==> src/rtl/rgscan_pkg.sv <==
package rgscan_pkg;

  localparam int HALF_W = 10;

  typedef enum logic [1:0] {
    ST_IDLE = 2'd0,
    ST_ARM  = 2'd1,
    ST_CONV = 2'd2,
    ST_HOLD = 2'd3
  } seq_state_e;

  // sampling length in half clocks
  function automatic logic [HALF_W-1:0] samp_halves(input logic [2:0] code);
    logic [HALF_W-1:0] v;
    case (code)
      3'd0: v = 10'd3;
      3'd1: v = 10'd15;
      3'd2: v = 10'd27;
      3'd3: v = 10'd57;
      3'd4: v = 10'd83;
      3'd5: v = 10'd111;
      3'd6: v = 10'd143;
      default: v = 10'd479;
    endcase
    return v;
  endfunction

  // processing length in half clocks, by resolution code
  function automatic logic [HALF_W-1:0] proc_halves(input logic [1:0] res);
    logic [HALF_W-1:0] v;
    case (res)
      2'd0: v = 10'd25;
      2'd1: v = 10'd21;
      2'd2: v = 10'd17;
      default: v = 10'd13;
    endcase
    return v;
  endfunction

endpackage

==> src/rtl/rgscan_trig.sv <==
module rgscan_trig (
  input  logic       clk,
  input  logic       rst_n,
  input  logic       ext_trig,
  input  logic [1:0] edge_sel,
  input  logic       sw_start,
  output logic       fire
);
  logic prev_q;
  logic rise, fall;

  always_ff @(posedge clk or negedge rst_n) begin
    if (!rst_n) prev_q <= 1'b0;
    else        prev_q <= ext_trig;
  end

  assign rise = ext_trig & ~prev_q;
  assign fall = ~ext_trig & prev_q;
  assign fire = sw_start | (edge_sel[0] & rise) | (edge_sel[1] & fall);
endmodule

==> src/rtl/rgscan_pick.sv <==
module rgscan_pick #(
  parameter int NCH = 19,
  parameter int CW  = $clog2(NCH)
) (
  input  logic [NCH-1:0] mask,
  input  logic [CW-1:0]  cur,
  input  logic           back,
  output logic [CW-1:0]  first_idx,
  output logic [CW-1:0]  next_idx,
  output logic           has_next
);
  logic [NCH-1:0] above, below, cand;

  for (genvar b = 0; b < NCH; b++) begin : g_side
    assign above[b] = mask[b] && (CW'(b) > cur);
    assign below[b] = mask[b] && (CW'(b) < cur);
  end

  assign cand = back ? below : above;

  always_comb begin
    first_idx = '0;
    next_idx  = '0;
    has_next  = 1'b0;
    if (back) begin
      // highest index wins: later assignments override
      for (int i = 0; i < NCH; i++) begin
        if (mask[i]) first_idx = CW'(i);
        if (cand[i]) begin
          next_idx = CW'(i);
          has_next = 1'b1;
        end
      end
    end else begin
      // lowest index wins
      for (int i = NCH - 1; i >= 0; i--) begin
        if (mask[i]) first_idx = CW'(i);
        if (cand[i]) begin
          next_idx = CW'(i);
          has_next = 1'b1;
        end
      end
    end
  end
endmodule

==> src/rtl/rgscan_timer.sv <==
module rgscan_timer #(
  parameter int HW = 10
) (
  input  logic          clk,
  input  logic          rst_n,
  input  logic          load,
  input  logic [HW-1:0] load_val,
  input  logic          run,
  output logic          done
);
  localparam logic [HW-1:0] STEP = HW'(2);
  logic [HW-1:0] cnt_q;

  always_ff @(posedge clk or negedge rst_n) begin
    if (!rst_n)                    cnt_q <= '0;
    else if (load)                 cnt_q <= load_val;
    else if (run && cnt_q > STEP)  cnt_q <= cnt_q - STEP;
  end

  assign done = run && (cnt_q <= STEP);
endmodule

==> src/rtl/rgscan_result.sv <==
module rgscan_result #(
  parameter int DW = 12,
  parameter int CW = 5
) (
  input  logic          clk,
  input  logic          rst_n,
  input  logic          cap,
  input  logic [DW-1:0] cap_data,
  input  logic [CW-1:0] cap_chan,
  input  logic          keep_old,
  input  logic          dout_ready,
  output logic [DW-1:0] dout_data,
  output logic [CW-1:0] dout_chan,
  output logic          dout_valid,
  output logic          ovr
);
  logic taken;
  assign taken = dout_valid & dout_ready;

  always_ff @(posedge clk or negedge rst_n) begin
    if (!rst_n) begin
      dout_data  <= '0;
      dout_chan  <= '0;
      dout_valid <= 1'b0;
      ovr        <= 1'b0;
    end else begin
      ovr <= 1'b0;
      if (cap) begin
        dout_valid <= 1'b1;
        if (dout_valid && !taken) begin
          ovr <= 1'b1;
          if (!keep_old) begin
            dout_data <= cap_data;
            dout_chan <= cap_chan;
          end
        end else begin
          dout_data <= cap_data;
          dout_chan <= cap_chan;
        end
      end else if (taken) begin
        dout_valid <= 1'b0;
      end
    end
  end
endmodule

==> src/rtl/rgscan_top.sv <==
module rgscan_top #(
  parameter int NCH = 19,
  parameter int DW  = 12,
  parameter int HW  = 10,
  localparam int CW = $clog2(NCH)
) (
  input  logic           clk,
  input  logic           rst_n,
  input  logic [NCH-1:0] chan_mask,
  input  logic           scan_back,
  input  logic           cont_mode,
  input  logic           disc_mode,
  input  logic [1:0]     trig_edge,
  input  logic [1:0]     res_sel,
  input  logic [2:0]     samp_sel,
  input  logic           auto_wait,
  input  logic           ovr_keep,
  input  logic           sw_start,
  input  logic           ext_trig,
  input  logic           stop_req,
  output logic           conv_start,
  output logic [CW-1:0]  conv_chan,
  input  logic [DW-1:0]  conv_result,
  output logic [DW-1:0]  dout_data,
  output logic [CW-1:0]  dout_chan,
  output logic           dout_valid,
  input  logic           dout_ready,
  output logic           eoc,
  output logic           eos,
  output logic           ovr,
  output logic           busy
);
  import rgscan_pkg::*;

  seq_state_e     state_q, state_d;
  logic [NCH-1:0] mask_q, pick_mask;
  logic           back_q, pick_back;
  logic [CW-1:0]  cur_q, cur_d;
  logic [CW-1:0]  first_idx, next_idx;
  logic           has_next;
  logic           fire, launch, done, stop_now, stop_pend_q;
  logic [HW-1:0]  conv_len;
  logic [DW-1:0]  res_mask;
  logic           eoc_q, eos_q;

  rgscan_trig u_trig (
    .clk      (clk),
    .rst_n    (rst_n),
    .ext_trig (ext_trig),
    .edge_sel (trig_edge),
    .sw_start (sw_start),
    .fire     (fire)
  );

  // in idle the live config picks the first rank; during a run the latched copy is used
  assign pick_mask = (state_q == ST_IDLE) ? chan_mask : mask_q;
  assign pick_back = (state_q == ST_IDLE) ? scan_back : back_q;

  rgscan_pick #(.NCH(NCH), .CW(CW)) u_pick (
    .mask      (pick_mask),
    .cur       (cur_q),
    .back      (pick_back),
    .first_idx (first_idx),
    .next_idx  (next_idx),
    .has_next  (has_next)
  );

  assign conv_len = HW'(samp_halves(samp_sel)) + HW'(proc_halves(res_sel));

  rgscan_timer #(.HW(HW)) u_timer (
    .clk      (clk),
    .rst_n    (rst_n),
    .load     (launch),
    .load_val (conv_len),
    .run      (state_q == ST_CONV),
    .done     (done)
  );

  assign res_mask = {DW{1'b1}} >> {res_sel, 1'b0};

  rgscan_result #(.DW(DW), .CW(CW)) u_res (
    .clk        (clk),
    .rst_n      (rst_n),
    .cap        (done),
    .cap_data   (conv_result & res_mask),
    .cap_chan   (cur_q),
    .keep_old   (ovr_keep),
    .dout_ready (dout_ready),
    .dout_data  (dout_data),
    .dout_chan  (dout_chan),
    .dout_valid (dout_valid),
    .ovr        (ovr)
  );

  assign stop_now = stop_req | stop_pend_q;
  assign launch   = (state_q == ST_ARM) && !stop_now && !(auto_wait && dout_valid);

  always_comb begin
    state_d = state_q;
    cur_d   = cur_q;
    case (state_q)
      ST_IDLE: begin
        if (fire && (|chan_mask)) begin
          state_d = ST_ARM;
          cur_d   = first_idx;
        end
      end
      ST_ARM: begin
        if (stop_now)    state_d = ST_IDLE;
        else if (launch) state_d = ST_CONV;
      end
      ST_CONV: begin
        if (done) begin
          if (stop_now) begin
            state_d = ST_IDLE;
          end else if (!has_next) begin
            if (cont_mode) begin
              state_d = ST_ARM;
              cur_d   = first_idx;
            end else begin
              state_d = ST_IDLE;
            end
          end else begin
            cur_d   = next_idx;
            state_d = (disc_mode && !cont_mode) ? ST_HOLD : ST_ARM;
          end
        end
      end
      default: begin
        if (stop_now)  state_d = ST_IDLE;
        else if (fire) state_d = ST_ARM;
      end
    endcase
  end

  always_ff @(posedge clk or negedge rst_n) begin
    if (!rst_n) begin
      state_q     <= ST_IDLE;
      cur_q       <= '0;
      mask_q      <= '0;
      back_q      <= 1'b0;
      stop_pend_q <= 1'b0;
      eoc_q       <= 1'b0;
      eos_q       <= 1'b0;
    end else begin
      state_q <= state_d;
      cur_q   <= cur_d;
      if (state_q == ST_IDLE) begin
        mask_q <= chan_mask;
        back_q <= scan_back;
      end
      if (state_d == ST_IDLE)  stop_pend_q <= 1'b0;
      else if (stop_req)       stop_pend_q <= 1'b1;
      eoc_q <= done;
      eos_q <= done && !has_next;
    end
  end

  assign conv_start = launch;
  assign conv_chan  = cur_q;
  assign eoc        = eoc_q;
  assign eos        = eos_q;
  assign busy       = (state_q != ST_IDLE);
endmodule

==> config.mk <==
export PLATFORM = sky130hd
export DESIGN_NAME = rgscan_top
export DESIGN_NICKNAME = d
export VERILOG_FILES = /design/src/rtl/rgscan_pkg.sv /design/src/rtl/rgscan_trig.sv /design/src/rtl/rgscan_pick.sv /design/src/rtl/rgscan_timer.sv /design/src/rtl/rgscan_result.sv /design/src/rtl/rgscan_top.sv
export SDC_FILE = /design/constraint.sdc
export NUM_CORES = 1
export LEC_CHECK = 0
export ABC_CLOCK_PERIOD_IN_PS = 3550
export BUFFER_PORTS_ARGS = -buffer_cell sky130_fd_sc_hd__buf_2
export CAP_MARGIN = 20
export CORE_UTILIZATION = 55
export DETAILED_ROUTE_END_ITERATION = 7
export GPL_TIMING_DRIVEN = 0
export PLACE_DENSITY = 0.75
export SYNTH_ARGS = -nofsm -noshare
export SYNTH_HDL_FRONTEND = slang
export SYNTH_SLANG_ARGS = --single-unit
export TNS_END_PERCENT = 1
==> constraint.sdc <==
create_clock -name clk -period 3.55 [get_ports clk]
set_input_delay 0.1775 -clock clk [delete_from_list [all_inputs] [get_ports clk]]
set_output_delay 0.1775 -clock clk [all_outputs]
set_load 0.1 [all_outputs]
==> metrics.yaml <==
run_status:
  outcome: "finished, final reports clean"
synth:
  synth_cell_type_count: 80
  synth_flop_type: "dfrtp_1"
  register_bit_total_from_synthesis: 59
  synthesis.area_um2: 4360
  synth_top_area_share_pct: 33.9
  synth_top_cell_by_area: "dfrtp_1"
  syn-mean-instance-area_um2: 8.43
  top_cells_by_area_in_the_synthesized_netlist: "dfrtp_1, a21oi_1, nand2_1, o21ai_0, mux2i_1"
  synth_sequential_area_ratio_pct: 33.9
  number_of_flops_mapped_to_enable_cells_by_yosys: 0
  async_flop_share_pct: 100
  synthMostInstantiatedCell: "dfrtp_1"
  yosys_warnings: 0
  netlist_top_cells_count: "dfrtp_1, nand2_1, a21oi_1, o21ai_0, nor2_1"
  mappedNetlistNets: 574
  number_of_standard_cells_after_synthesis: 517
route:
  postRouteAntennaNets: 0
  routed_wire_length_per_instance_um: 19.3
  detail_route.drc_violations: 0
  route.detailed.vias_per_inst: 6.31
  detailroute.via_count: 4492
  drt_wl_total_um: 13700
  drt_iter0_drc: 356
  drt_first_pass_iters: 5
cells_and_area:
  multi_input_area_um2: 2630
  antennaDiodeCount: 0
  areaGrowthSynthToFinish_pct: 17.7
  finish.net_count: 662
  final_layout_size_suffix_gt1_share_pct: 24.1
  regArea_um2: 1480
  fillers: 674
  finish.utilization_pct: 66.7
sta:
  fin_crit_ns: 3.40
  timing_max_transition_violations_final: 0
  final.period_utilization_pct: 95.7
  max_freq_mhz: 295
  skew_ns: 0.0116
  setup_total_negative_slack_ns: 0
  tightestPinTransition_ns: 0.820
  worst_slew_margin_rel_pct: 44.9
  grt_setup_unrepaired: "no"
  setup_viol_count_final: 0
  finalHoldViolCount: 0
worst_setup_path:
  highest_fanout_seen_on_the_critical_path: 10
  worstReg2RegStart: "state_q[1]"
  setup.worst_path.start: "state_q[1]"
  r2r.worst_path.cells: 10
  worstSetupEndpoint: "conv_chan[0]"
  critical_path_required_time_ns: 3.79
  timing.rr.end: "conv_chan[0]"
  critPathKind: "flip-flop to flip-flop"
  startpoint_type: "flip-flop"
  worstPathArrival_ns: 3.63
  ff2ff_setup_slack_ns: 0.15
  worstSetupEndpointType: "flip-flop"
die:
  overall_die_height_um: 91
  ios: 77
  die_w_um: 91
  initial_core_utilization_pct: 56.7
  fp.coreArea_um2: 7690
  num_rows: 32
  fp.dieArea_um2: 8280
clocking:
  clk_root_buffer_cell: "clkbuf_8"
  clock_latency_ns: 0.35
  cts.clk_slew.worst_paths_ns: 0.08
  max-clock-path-buffers: 2
  num_cts_buffers: 9
  ctsHtreeMaxLevel: 3
  cts.sinks: 59
  cts_tree: "built"
power:
  pleak_nw: 2.36
  power_per_standard_cell_area_nw_per_um2: 1110
  total_power_mw: 5.70
  peakVddDrop_v: 0.000538
global_routing:
  grt_max_degree: 42
  track_usage_pct: 34.0
  grt_pass1_wl_um: 21900
  grt_pass1_vias: 4292
  antenna_found_initial: 0
  gr-total-overflow: 0
run:
  timing.max_cap.violations: 0
worst_hold_path:
  min_path_type: "input port to flip-flop"
place:
  place.gp.congestion: 1.01
  placement.io_buffers: 74
  post-dp-hpwl_um: 10400
[cells by family (layout without fill, tap and decap cells)]
kind of cell | count (synthesis) | in the layout | synth area share (%)
muxes | 26 | 26 | 6.38
xor gates and xnor gates | 9 | 9 | 1.81
buffers and inverters | 63 | 156 | 6.38
and+or+nand+nor | 185 | 185 | 23.6
DFF | 59 | 59 | 33.9
adders and majority gates | 8 | 8 | 2.47
AOI/OAI and AO/OA | 167 | 167 | 25.4
[flip-flops by register name, summed over array words and instances (netlist names)]
| register | flops |
|---|---|
| conv_chan | 5 |
| u_trig.prev_q | 1 |
| state_q | 2 |
| eoc | 1 |
| u_res.dout_data | 12 |
| back_q | 1 |
| eos | 1 |
| mask_q | 19 |
| u_res.dout_valid | 1 |
| u_res.ovr | 1 |
| u_res.dout_chan | 5 |
| stop_pend_q | 1 |
| u_timer.cnt_q | 9 |
[critical path: stages (launching register included)]
cell and delay [ns]:
dfrtp_1 0.38, buf_6 0.15, nor2_4 0.16, buf_2 0.29, mux2i_1 0.66, a21oi_1 0.22, nor4_4 0.34, and4_4 0.31
a21oi_1 0.17, a221o_1 0.36, a31o_1 0.24
[routing by layer]
layer,part of all wire (%),vias up,GRT usage (%)
met3,6.9,44,5.70
met1,42,2128,44.4
li1,-,2076,-
met2,47,244,55.2
met4,3.9,0,16.1
met5,0,-,0
[final cells by class]
type                    instances  share of cell area [%]
plain buffers                  27                    2.81
clock buffers                   9                    2.42
clock inverters                 7                    1.61
inverters                      36                    2.64
multi-input cells             395                    51.2
flip-flops and latches         59                    28.8
well taps                     102                    2.49
repair buffers                 77                    8.00
[placed cells by master (no fill, tap or decap), drive strengths merged, types with 5 or more instances in the layout]
cell type,count
o22ai,5
nand2b,8
clkbuf,22
nor2,37
nand3b,5
buf,89
mux2,11
inv,39
a21oi,43
o211ai,5
a21o,5
ha,7
nand4,5
o21a,6
o21ai,43
nor3,16
a211oi,10
mux2i,15
nor4,11
a31oi,6
xnor2,5
dfrtp,59
nand3,15
a311oi,5
nand2,53
[power by group]
group | switching (mW) | internal, mW
clock network | 0.331 | 0.336
registers | 0.139 | 0.918
logic | 2.73 | 1.26
[timing repair]
action,4_1_cts,5_1_grt
hold buffers,2,0
endpoints found under the setup margin,0,5
gates resized for setup,0,6
hold endpoints to repair,19,0
setup buffers,0,0
[metrics by stage]
stage          hold slack (ns)  instances  instance area (µm²)  setup slack (ns)
2_1_floorplan           -0.118        517                 4360             0.276
3_3_place_gp             0.313        693                 4850             0.129
3_5_place_dp             0.159        694                 4870            0.0518
4_1_cts                 0.0475        712                 5100            0.0350
5_1_grt                 0.0427        712                 5130            0.0134
6_report                0.0551        712                 5130             0.154
[worst min path at each step]
stage | start | endpoint | slack, ns | depth (start not counted)
3_3_place_gp | ext_trig | u_trig.prev_q | 0.31 | 1
2_1_floorplan | rst_n | back_q | -0.12 | 0
5_1_grt | conv_result[0] | u_res.dout_data[0] | 0.04 | 2
4_1_cts | conv_result[2] | u_res.dout_data[2] | 0.05 | 2
6_report | conv_result[0] | u_res.dout_data[0] | 0.06 | 2
3_5_place_dp | rst_n | state_q[1] | 0.16 | 1
No activity file was read; power rests on OpenSTA's default activity.
